## config.mk

```make
export PLATFORM = sky130hd
export DESIGN_NAME = ser_regport
export DESIGN_NICKNAME = d
export VERILOG_FILES = /design/src/rtl/regport_pkg.sv /design/src/rtl/regport_sync.sv /design/src/rtl/regport_frame.sv /design/src/rtl/regport_txbit.sv /design/src/rtl/ser_regport.sv
export SDC_FILE = /design/constraint.sdc
export NUM_CORES = 1
export LEC_CHECK = 0
export ABC_AREA = 1
export BUFFER_PORTS_ARGS = -buffer_cell sky130_fd_sc_hd__buf_2
export CAP_MARGIN = 20
export CORE_AREA = 5 5 43 81
export CTS_BUF_LIST = sky130_fd_sc_hd__clkbuf_4
export DETAILED_ROUTE_END_ITERATION = 8
export DIE_AREA = 0 0 48 86
export PLACE_DENSITY = 0.88
export SLEW_MARGIN = 20
export SYNTH_ARGS = -nofsm -noshare
export SYNTH_HDL_FRONTEND = slang
export SYNTH_SLANG_ARGS = --single-unit
```

## constraint.sdc

```tcl
create_clock -name clk -period 3.6 [get_ports clk]
set_clock_uncertainty 0.05 [all_clocks]
set_input_delay 0.72 -clock clk [delete_from_list [all_inputs] [get_ports clk]]
set_output_delay 0.72 -clock clk [all_outputs]
set_load 0.005 [all_outputs]
```

## src/rtl/regport_pkg.sv

```systemverilog
// Shared types for the serial register-access port.
package regport_pkg;
    // Transfer phase: waiting for select, collecting the command, moving data.
    typedef enum logic [1:0] {
        PH_IDLE = 2'd0,
        PH_CMD  = 2'd1,
        PH_DATA = 2'd2
    } phase_t;
endpackage

```

## src/rtl/regport_sync.sv

```systemverilog
// Multi-bit level synchronizer.
// What it does: passes each input bit through a chain of STAGES flops.
// Assumes: the bits are independent and slow against clk; STAGES >= 2.
module regport_sync #(
    parameter int              WIDTH   = 3,
    parameter int              STAGES  = 2,
    parameter logic [WIDTH-1:0] RST_VAL = '0
) (
    input  logic             clk,
    input  logic             rst_n,
    input  logic [WIDTH-1:0] din,
    output logic [WIDTH-1:0] dout
);
    logic [STAGES-1:0][WIDTH-1:0] stage_q;

    // Shift the raw inputs through the synchronizer chain.
    always_ff @(posedge clk) begin
        if (!rst_n) begin
            for (int s = 0; s < STAGES; s++) stage_q[s] <= RST_VAL;
        end else begin
            stage_q[0] <= din;
            for (int s = 1; s < STAGES; s++) stage_q[s] <= stage_q[s-1];
        end
    end

    assign dout = stage_q[STAGES-1];
endmodule

```

## src/rtl/regport_frame.sv

```systemverilog
// Receive framing and command decode.
// What it does: counts serial bits, assembles bytes in the chosen order,
// decodes the command byte and issues write strobes for complete data bytes.
// Assumes: edge pulses are one clk wide and come from synchronized signals;
// the direction flag sits in the top bit and the address in the low bits.
module regport_frame
    import regport_pkg::*;
#(
    parameter int DATA_W = 8,
    parameter int ADDR_W = 5,
    localparam int CNT_W = $clog2(DATA_W)
) (
    input  logic              clk,
    input  logic              rst_n,
    input  logic              lsb_first,
    input  logic              cs_act,
    input  logic              cs_fall,
    input  logic              sclk_rise,
    input  logic              sdi_bit,
    output logic              rd_active,
    output logic [CNT_W-1:0]  bit_cnt,
    output logic [ADDR_W-1:0] reg_addr,
    output logic              reg_wr,
    output logic [DATA_W-1:0] reg_wdata
);
    localparam int           RW_POS   = DATA_W - 1;
    localparam logic [CNT_W-1:0] LAST_BIT = CNT_W'(DATA_W - 1);

    phase_t              phase_q;
    logic [CNT_W-1:0]    cnt_q;
    logic [DATA_W-1:0]   shreg_q;
    logic [DATA_W-1:0]   shifted;
    logic                rw_q;
    logic [ADDR_W-1:0]   addr_q;
    logic                wr_q;
    logic [DATA_W-1:0]   wdata_q;

    // Next shift-register value with the sampled bit inserted per mode.
    always_comb begin
        if (lsb_first) shifted = {sdi_bit, shreg_q[DATA_W-1:1]};
        else           shifted = {shreg_q[DATA_W-2:0], sdi_bit};
    end

    // Phase control, bit counting, command capture and write strobe.
    always_ff @(posedge clk) begin
        if (!rst_n) begin
            phase_q <= PH_IDLE;
            cnt_q   <= '0;
            shreg_q <= '0;
            rw_q    <= 1'b0;
            addr_q  <= '0;
            wr_q    <= 1'b0;
            wdata_q <= '0;
        end else begin
            wr_q <= 1'b0;
            if (cs_fall) begin
                phase_q <= PH_CMD;
                cnt_q   <= '0;
            end else if (!cs_act) begin
                phase_q <= PH_IDLE;
                cnt_q   <= '0;
            end else if (sclk_rise && phase_q != PH_IDLE) begin
                shreg_q <= shifted;
                if (cnt_q == LAST_BIT) begin
                    cnt_q <= '0;
                    if (phase_q == PH_CMD) begin
                        rw_q    <= shifted[RW_POS];
                        addr_q  <= shifted[ADDR_W-1:0];
                        phase_q <= PH_DATA;
                    end else if (!rw_q) begin
                        wr_q    <= 1'b1;
                        wdata_q <= shifted;
                    end
                end else begin
                    cnt_q <= cnt_q + 1'b1;
                end
            end
        end
    end

    assign rd_active = (phase_q == PH_DATA) && rw_q;
    assign bit_cnt   = cnt_q;
    assign reg_addr  = addr_q;
    assign reg_wr    = wr_q;
    assign reg_wdata = wdata_q;


    wr_one_cycle_chk: assert property (@(posedge clk) disable iff (!rst_n)
        reg_wr |=> !reg_wr);


    wr_needs_cs_chk: assert property (@(posedge clk) disable iff (!rst_n)
        reg_wr |-> $past(cs_act));


    read_no_write_chk: assert property (@(posedge clk) disable iff (!rst_n)
        rd_active |-> !reg_wr);


    addr_hold_chk: assert property (@(posedge clk) disable iff (!rst_n)
        (phase_q == PH_DATA && $past(phase_q) == PH_DATA) |-> $stable(reg_addr));
endmodule

```

## src/rtl/regport_txbit.sv

```systemverilog
// Serial output driver.
// What it does: on each falling serial-clock edge of a read transfer,
// drives the bit of reg_rdata that the receive counter points at.
// Assumes: read data is valid from the command completion onward and
// stays stable during the transfer.
module regport_txbit #(
    parameter int DATA_W = 8,
    localparam int CNT_W = $clog2(DATA_W)
) (
    input  logic              clk,
    input  logic              rst_n,
    input  logic              lsb_first,
    input  logic              cs_act,
    input  logic              sclk_fall,
    input  logic              rd_active,
    input  logic [CNT_W-1:0]  bit_cnt,
    input  logic [DATA_W-1:0] rdata,
    output logic              sdo,
    output logic              sdo_oe
);
    logic [CNT_W-1:0] idx;
    logic             sdo_q;

    // Pick the outgoing bit position from the count and the mode.
    always_comb begin
        if (lsb_first) idx = bit_cnt;
        else           idx = CNT_W'(DATA_W - 1) - bit_cnt;
    end

    // Update the serial output after falling edges; clear it when deselected.
    always_ff @(posedge clk) begin
        if (!rst_n)                      sdo_q <= 1'b0;
        else if (!cs_act)                sdo_q <= 1'b0;
        else if (sclk_fall && rd_active) sdo_q <= rdata[idx];
    end

    assign sdo    = sdo_q;
    assign sdo_oe = cs_act;


    sdo_quiet_chk: assert property (@(posedge clk) disable iff (!rst_n)
        !sdo_oe |=> !sdo);
endmodule

```

## src/rtl/ser_regport.sv

```systemverilog
// Serial register-access slave port (top).
// What it does: synchronizes the link pins, detects their edges and
// connects the framing and output-driver blocks to the register interface.
// Assumes: clk is at least 4x sclk; lsb_first changes only while deselected;
// sclk idles low.
module ser_regport #(
    parameter int DATA_W      = 8,
    parameter int ADDR_W      = 5,
    parameter int SYNC_STAGES = 2
) (
    input  logic              clk,
    input  logic              rst_n,
    input  logic              lsb_first,
    input  logic              cs_n,
    input  logic              sclk,
    input  logic              sdi,
    output logic              sdo,
    output logic              sdo_oe,
    output logic [ADDR_W-1:0] reg_addr,
    output logic              reg_wr,
    output logic [DATA_W-1:0] reg_wdata,
    input  logic [DATA_W-1:0] reg_rdata
);
    localparam int CNT_W = $clog2(DATA_W);

    logic [2:0]       pins_s;
    logic             cs_n_s, sclk_s, sdi_s;
    logic             cs_n_d, sclk_d;
    logic             cs_act, cs_fall, sclk_rise, sclk_fall;
    logic             rd_active;
    logic [CNT_W-1:0] bit_cnt;

    regport_sync #(
        .WIDTH   (3),
        .STAGES  (SYNC_STAGES),
        .RST_VAL (3'b100)
    ) u_sync (
        .clk   (clk),
        .rst_n (rst_n),
        .din   ({cs_n, sclk, sdi}),
        .dout  (pins_s)
    );

    assign cs_n_s = pins_s[2];
    assign sclk_s = pins_s[1];
    assign sdi_s  = pins_s[0];

    // Delay the synchronized select and clock by one clk for edge detection.
    always_ff @(posedge clk) begin
        if (!rst_n) begin
            cs_n_d <= 1'b1;
            sclk_d <= 1'b0;
        end else begin
            cs_n_d <= cs_n_s;
            sclk_d <= sclk_s;
        end
    end

    assign cs_act    = !cs_n_s;
    assign cs_fall   = cs_n_d && !cs_n_s;
    assign sclk_rise = sclk_s && !sclk_d;
    assign sclk_fall = !sclk_s && sclk_d;

    regport_frame #(
        .DATA_W (DATA_W),
        .ADDR_W (ADDR_W)
    ) u_frame (
        .clk       (clk),
        .rst_n     (rst_n),
        .lsb_first (lsb_first),
        .cs_act    (cs_act),
        .cs_fall   (cs_fall),
        .sclk_rise (sclk_rise),
        .sdi_bit   (sdi_s),
        .rd_active (rd_active),
        .bit_cnt   (bit_cnt),
        .reg_addr  (reg_addr),
        .reg_wr    (reg_wr),
        .reg_wdata (reg_wdata)
    );

    regport_txbit #(
        .DATA_W (DATA_W)
    ) u_txbit (
        .clk       (clk),
        .rst_n     (rst_n),
        .lsb_first (lsb_first),
        .cs_act    (cs_act),
        .sclk_fall (sclk_fall),
        .rd_active (rd_active),
        .bit_cnt   (bit_cnt),
        .rdata     (reg_rdata),
        .sdo       (sdo),
        .sdo_oe    (sdo_oe)
    );
endmodule

```

==> impl_results.md <==
- DRC viols: 0
- H-tree levels: 2
- Warnings from Yosys: 0
- Via/cell ratio: 5.33
- Routed via count: 1,460
- Starting density of the core: 57.3%
- Post-CTS setup repair buffer count: 0
- Worst path arrival time: 2.07 ns
- DIE AREA: roughly 4100 um^2
- Final period utilization: 52.0%
- Max_slew headroom: 70.8%
- Post-cts gate resize count: 0
- Critical Path Slowest Stage Cell: sky130_fd_sc_hd__dfxtp_1
- Pin count of the biggest net entering global routing: 23
- Final Slew Violations: 0
- Number of nets produced by synthesis: 229
- Core area: 2770 um^2
- Width of the die: 48 um
- Cell type group with the largest total delay on the critical path: flip-flops
- Count of standard-cell rows: 27
- CP cell instances: ha_1, ha_1, nand4_1, nor2_2, inv_1, o21ai_0, a21oi_1
- Post-synthesis instance area: 1590 um^2
- Via count of the first global-routing pass: ~1,400
- Total buffers and inverters traversed by the critical path: 1
- Top-level port count: 30
- CTS tree: done
- Placement-stage worst setup slack: around 1.6 ns
- Nature of the critical path startpoint: flip-flop
- Total chip power: roughly 0.67 mW
- Cells after synthesis: 213
- Wire length of the first global-routing pass: 5750 um
- Leak Pwr: 0.827 nW
- Highest cell delay on the worst timing path: 0.46 ns
- Utilization after layout: 65.0%
- Cell repeated most along the worst path: sky130_fd_sc_hd__ha_1
- VDD IR-drop max: approximately 0.00023 V
- Area occupied by multi-input gates: 707 um^2
- Endpoint required time on the critical path: ~3.8 ns
- Measured slew at the worst slew-check pin: 0.433 ns
- Remaining number of nets flagged by the antenna check after routing: 0
- Placed Instances: roughly 270
- Sort of element at the end of the critical path: flip-flop
- Slack of the critical path: 1.73 ns
- First-pass iteration count of the detailed router: 4
- Clock slew at reported path FFs: 0.11 ns
- Insertion delay of the later-clocked pin in the worst-skew pair: between 0.3 and 0.4 ns
- Fraction of the yosys area taken by sequential cells: 46.7%
- Number of different library cells in the post-synthesis netlist: 26
- Clock Path Buffers: 2
- Total GRT Usage: 19.2%
- Routed length per placed instance: around 13 um
- Number of filler cells placed in the layout: 247
- Upper clock frequency limit: 534 MHz
- Path type of the worst min-delay path: flip-flop to flip-flop
- CTS sink cnt: 37
- Post-layout nets: between 200 and 300
- Detailed Place HPWL: 2710 um
- Maximum net fanout on the critical path: 7
- Clk root buf: sky130_fd_sc_hd__clkbuf_4
- Antenna diode count: 0
- Grt ovf: 0
- Routed wire length: ~3500 um
- RSZ-0062 raised after global routing: false
- Number of setup violations in the final report: 0
- Ratio of cells with drive above 1 in the final layout: between 10% and 20%
- Number of design-rule violations left by the first detailed-router iteration: 31
- Result of the run: completed
- Ratio of total power to cell area: 371 nW/um^2
- Mean area per synthesized cell: 7.45 um^2
- Critical path class: flip-flop to flip-flop
- Max-cap viol count: 0
- Count of input and output buffers: 29
- Number of antenna violations at the first check in global routing: 0
- Seq. cell area: 741 um^2
- Final weighted congestion in routability-driven placement: 0.844
- Die outline height: roughly 86 um
- Setup TNS: 0 ns
- CTS buffer count: 5
- Number of hold-repair buffers added at the cts stage: 0
- Post-synthesis sequential element count: 37
- Minimum period implied by the final worst setup slack: between 1.5 and 2 ns
- Non-Filler Instances: 274
- Final Hold Vio Count: 0
- Layout Area Growth over Synthesis: 13.5%
## report_power, final
group	switching [mW]	internal [mW]
Sequential	0.00247	0.413
Combinational	0.0216	0.0142
Clock	0.134	0.0819
## final timing paths
kind                            slack (ns)             end  depth (start not counted)                from
worst max-delay path                  1.73    u_frame.rw_q                          7  u_frame.bit_cnt[1]
worst min-delay path                  0.38  u_sync.dout[2]                          1   u_sync.stage_q[2]
worst max register to register        1.73    u_frame.rw_q                          7  u_frame.bit_cnt[1]
worst min register to register        0.38  u_sync.dout[2]                          1   u_sync.stage_q[2]
## cells in the mapped netlist
master | number | area share [%]
sky130_fd_sc_hd__clkbuf_1 | 2 | 0.47
sky130_fd_sc_hd__a211oi_1 | 1 | 0.47
sky130_fd_sc_hd__a21oi_1 | 25 | 7.9
sky130_fd_sc_hd__buf_2 | 3 | 0.95
sky130_fd_sc_hd__o21ai_0 | 21 | 6.6
sky130_fd_sc_hd__nor2_1 | 12 | 2.8
sky130_fd_sc_hd__or2_2 | 2 | 0.79
sky130_fd_sc_hd__nor3_1 | 2 | 0.63
sky130_fd_sc_hd__nand3_1 | 15 | 4.7
sky130_fd_sc_hd__nor4_1 | 1 | 0.39
sky130_fd_sc_hd__ha_1 | 2 | 1.6
sky130_fd_sc_hd__dfxtp_1 | 37 | 47
sky130_fd_sc_hd__nand2_1 | 43 | 10
sky130_fd_sc_hd__xnor2_1 | 2 | 1.1
sky130_fd_sc_hd__xor2_1 | 1 | 0.55
sky130_fd_sc_hd__nand3b_1 | 1 | 0.47
sky130_fd_sc_hd__nor3_4 | 1 | 1.0
sky130_fd_sc_hd__inv_1 | 29 | 6.9
sky130_fd_sc_hd__a31oi_1 | 1 | 0.39
sky130_fd_sc_hd__nor2_8 | 1 | 1.3
sky130_fd_sc_hd__nand2_4 | 1 | 0.71
sky130_fd_sc_hd__clkinv_1 | 1 | 0.24
sky130_fd_sc_hd__o21ai_1 | 3 | 0.95
sky130_fd_sc_hd__inv_2 | 1 | 0.24
sky130_fd_sc_hd__nor2_2 | 4 | 1.6
sky130_fd_sc_hd__nand4_1 | 1 | 0.39
## cell usage in the layout (no fill, tap or decap), types with 4 or more instances in the layout
cell type                   n
sky130_fd_sc_hd__nor2_1    12
sky130_fd_sc_hd__nand2_1   43
sky130_fd_sc_hd__nand3_1   15
sky130_fd_sc_hd__clkbuf_4   6
sky130_fd_sc_hd__dfxtp_1   37
sky130_fd_sc_hd__o21ai_0   21
sky130_fd_sc_hd__nor2_2     4
sky130_fd_sc_hd__buf_2     29
sky130_fd_sc_hd__inv_1     29
sky130_fd_sc_hd__a21oi_1   25
## worst reg2reg max path, stage by stage, from the launching register on
cell and delay, ns:
sky130_fd_sc_hd__dfxtp_1 0.46, sky130_fd_sc_hd__ha_1 0.25, sky130_fd_sc_hd__ha_1 0.19, sky130_fd_sc_hd__nand4_1 0.16, sky130_fd_sc_hd__nor2_2 0.25, sky130_fd_sc_hd__inv_1 0.18
sky130_fd_sc_hd__o21ai_0 0.20, sky130_fd_sc_hd__a21oi_1 0.06
## kinds of logic after synthesis
kind of cell / synth area share, %
AOI/OAI and AO/OA: 16.3
and+or+nand+nor: 25.0
DFF: 46.7
xor gates and xnor gates: 1.66
buffers and inverters: 8.75
adders and majority gates: 1.58
## state kept, by name, indices dropped and copies added, names as in the netlist
signal / cells
u_frame.phase_q: 2
u_sync.dout: 3
u_frame.reg_wdata: 8
u_frame.reg_addr: 5
u_frame.bit_cnt: 3
cs_n_d: 1
u_frame.shreg_q: 8
u_txbit.sdo: 1
u_sync.stage_q: 3
u_frame.rw_q: 1
u_frame.reg_wr: 1
sclk_d: 1
## through the flow
| stage | area (um^2) | hold slack (ns) |
|---|---|---|
| after global routing | 1800 | 0.400 |
| final | 1800 | 0.376 |
| after detailed placement | 1750 | 0.350 |
| after global placement | 1750 | 0.346 |
| after CTS | 1800 | 0.377 |
| after floorplan | 1590 | 0.340 |
## per-layer routing
| metal | track usage, % | share of wire [%] | vias up | routed length (um) |
|---|---|---|---|---|
| met3 | 4.62 | 4.7 | 6 | 163 |
| met2 | 33.4 | 56 | 31 | 1940 |
| met5 | 0 | 0 | - | 0 |
| met1 | 19.8 | 37 | 674 | 1300 |
| li1 | - | - | 749 | - |
| met4 | 9.31 | 2.2 | 0 | 75 |
## layout make-up
class                           count  share of cell area [%]
Timing Repair Buffer               29                    8.06
Inverter                           31                    6.46
Clock inverter                      2                   0.556
Tap cell                           29                    2.02
Clock buffer                        6                    2.50
Sequential cell                    37                    41.1
Multi-Input combinational cell    140                    39.3
(Power assumes the default switching activity.)
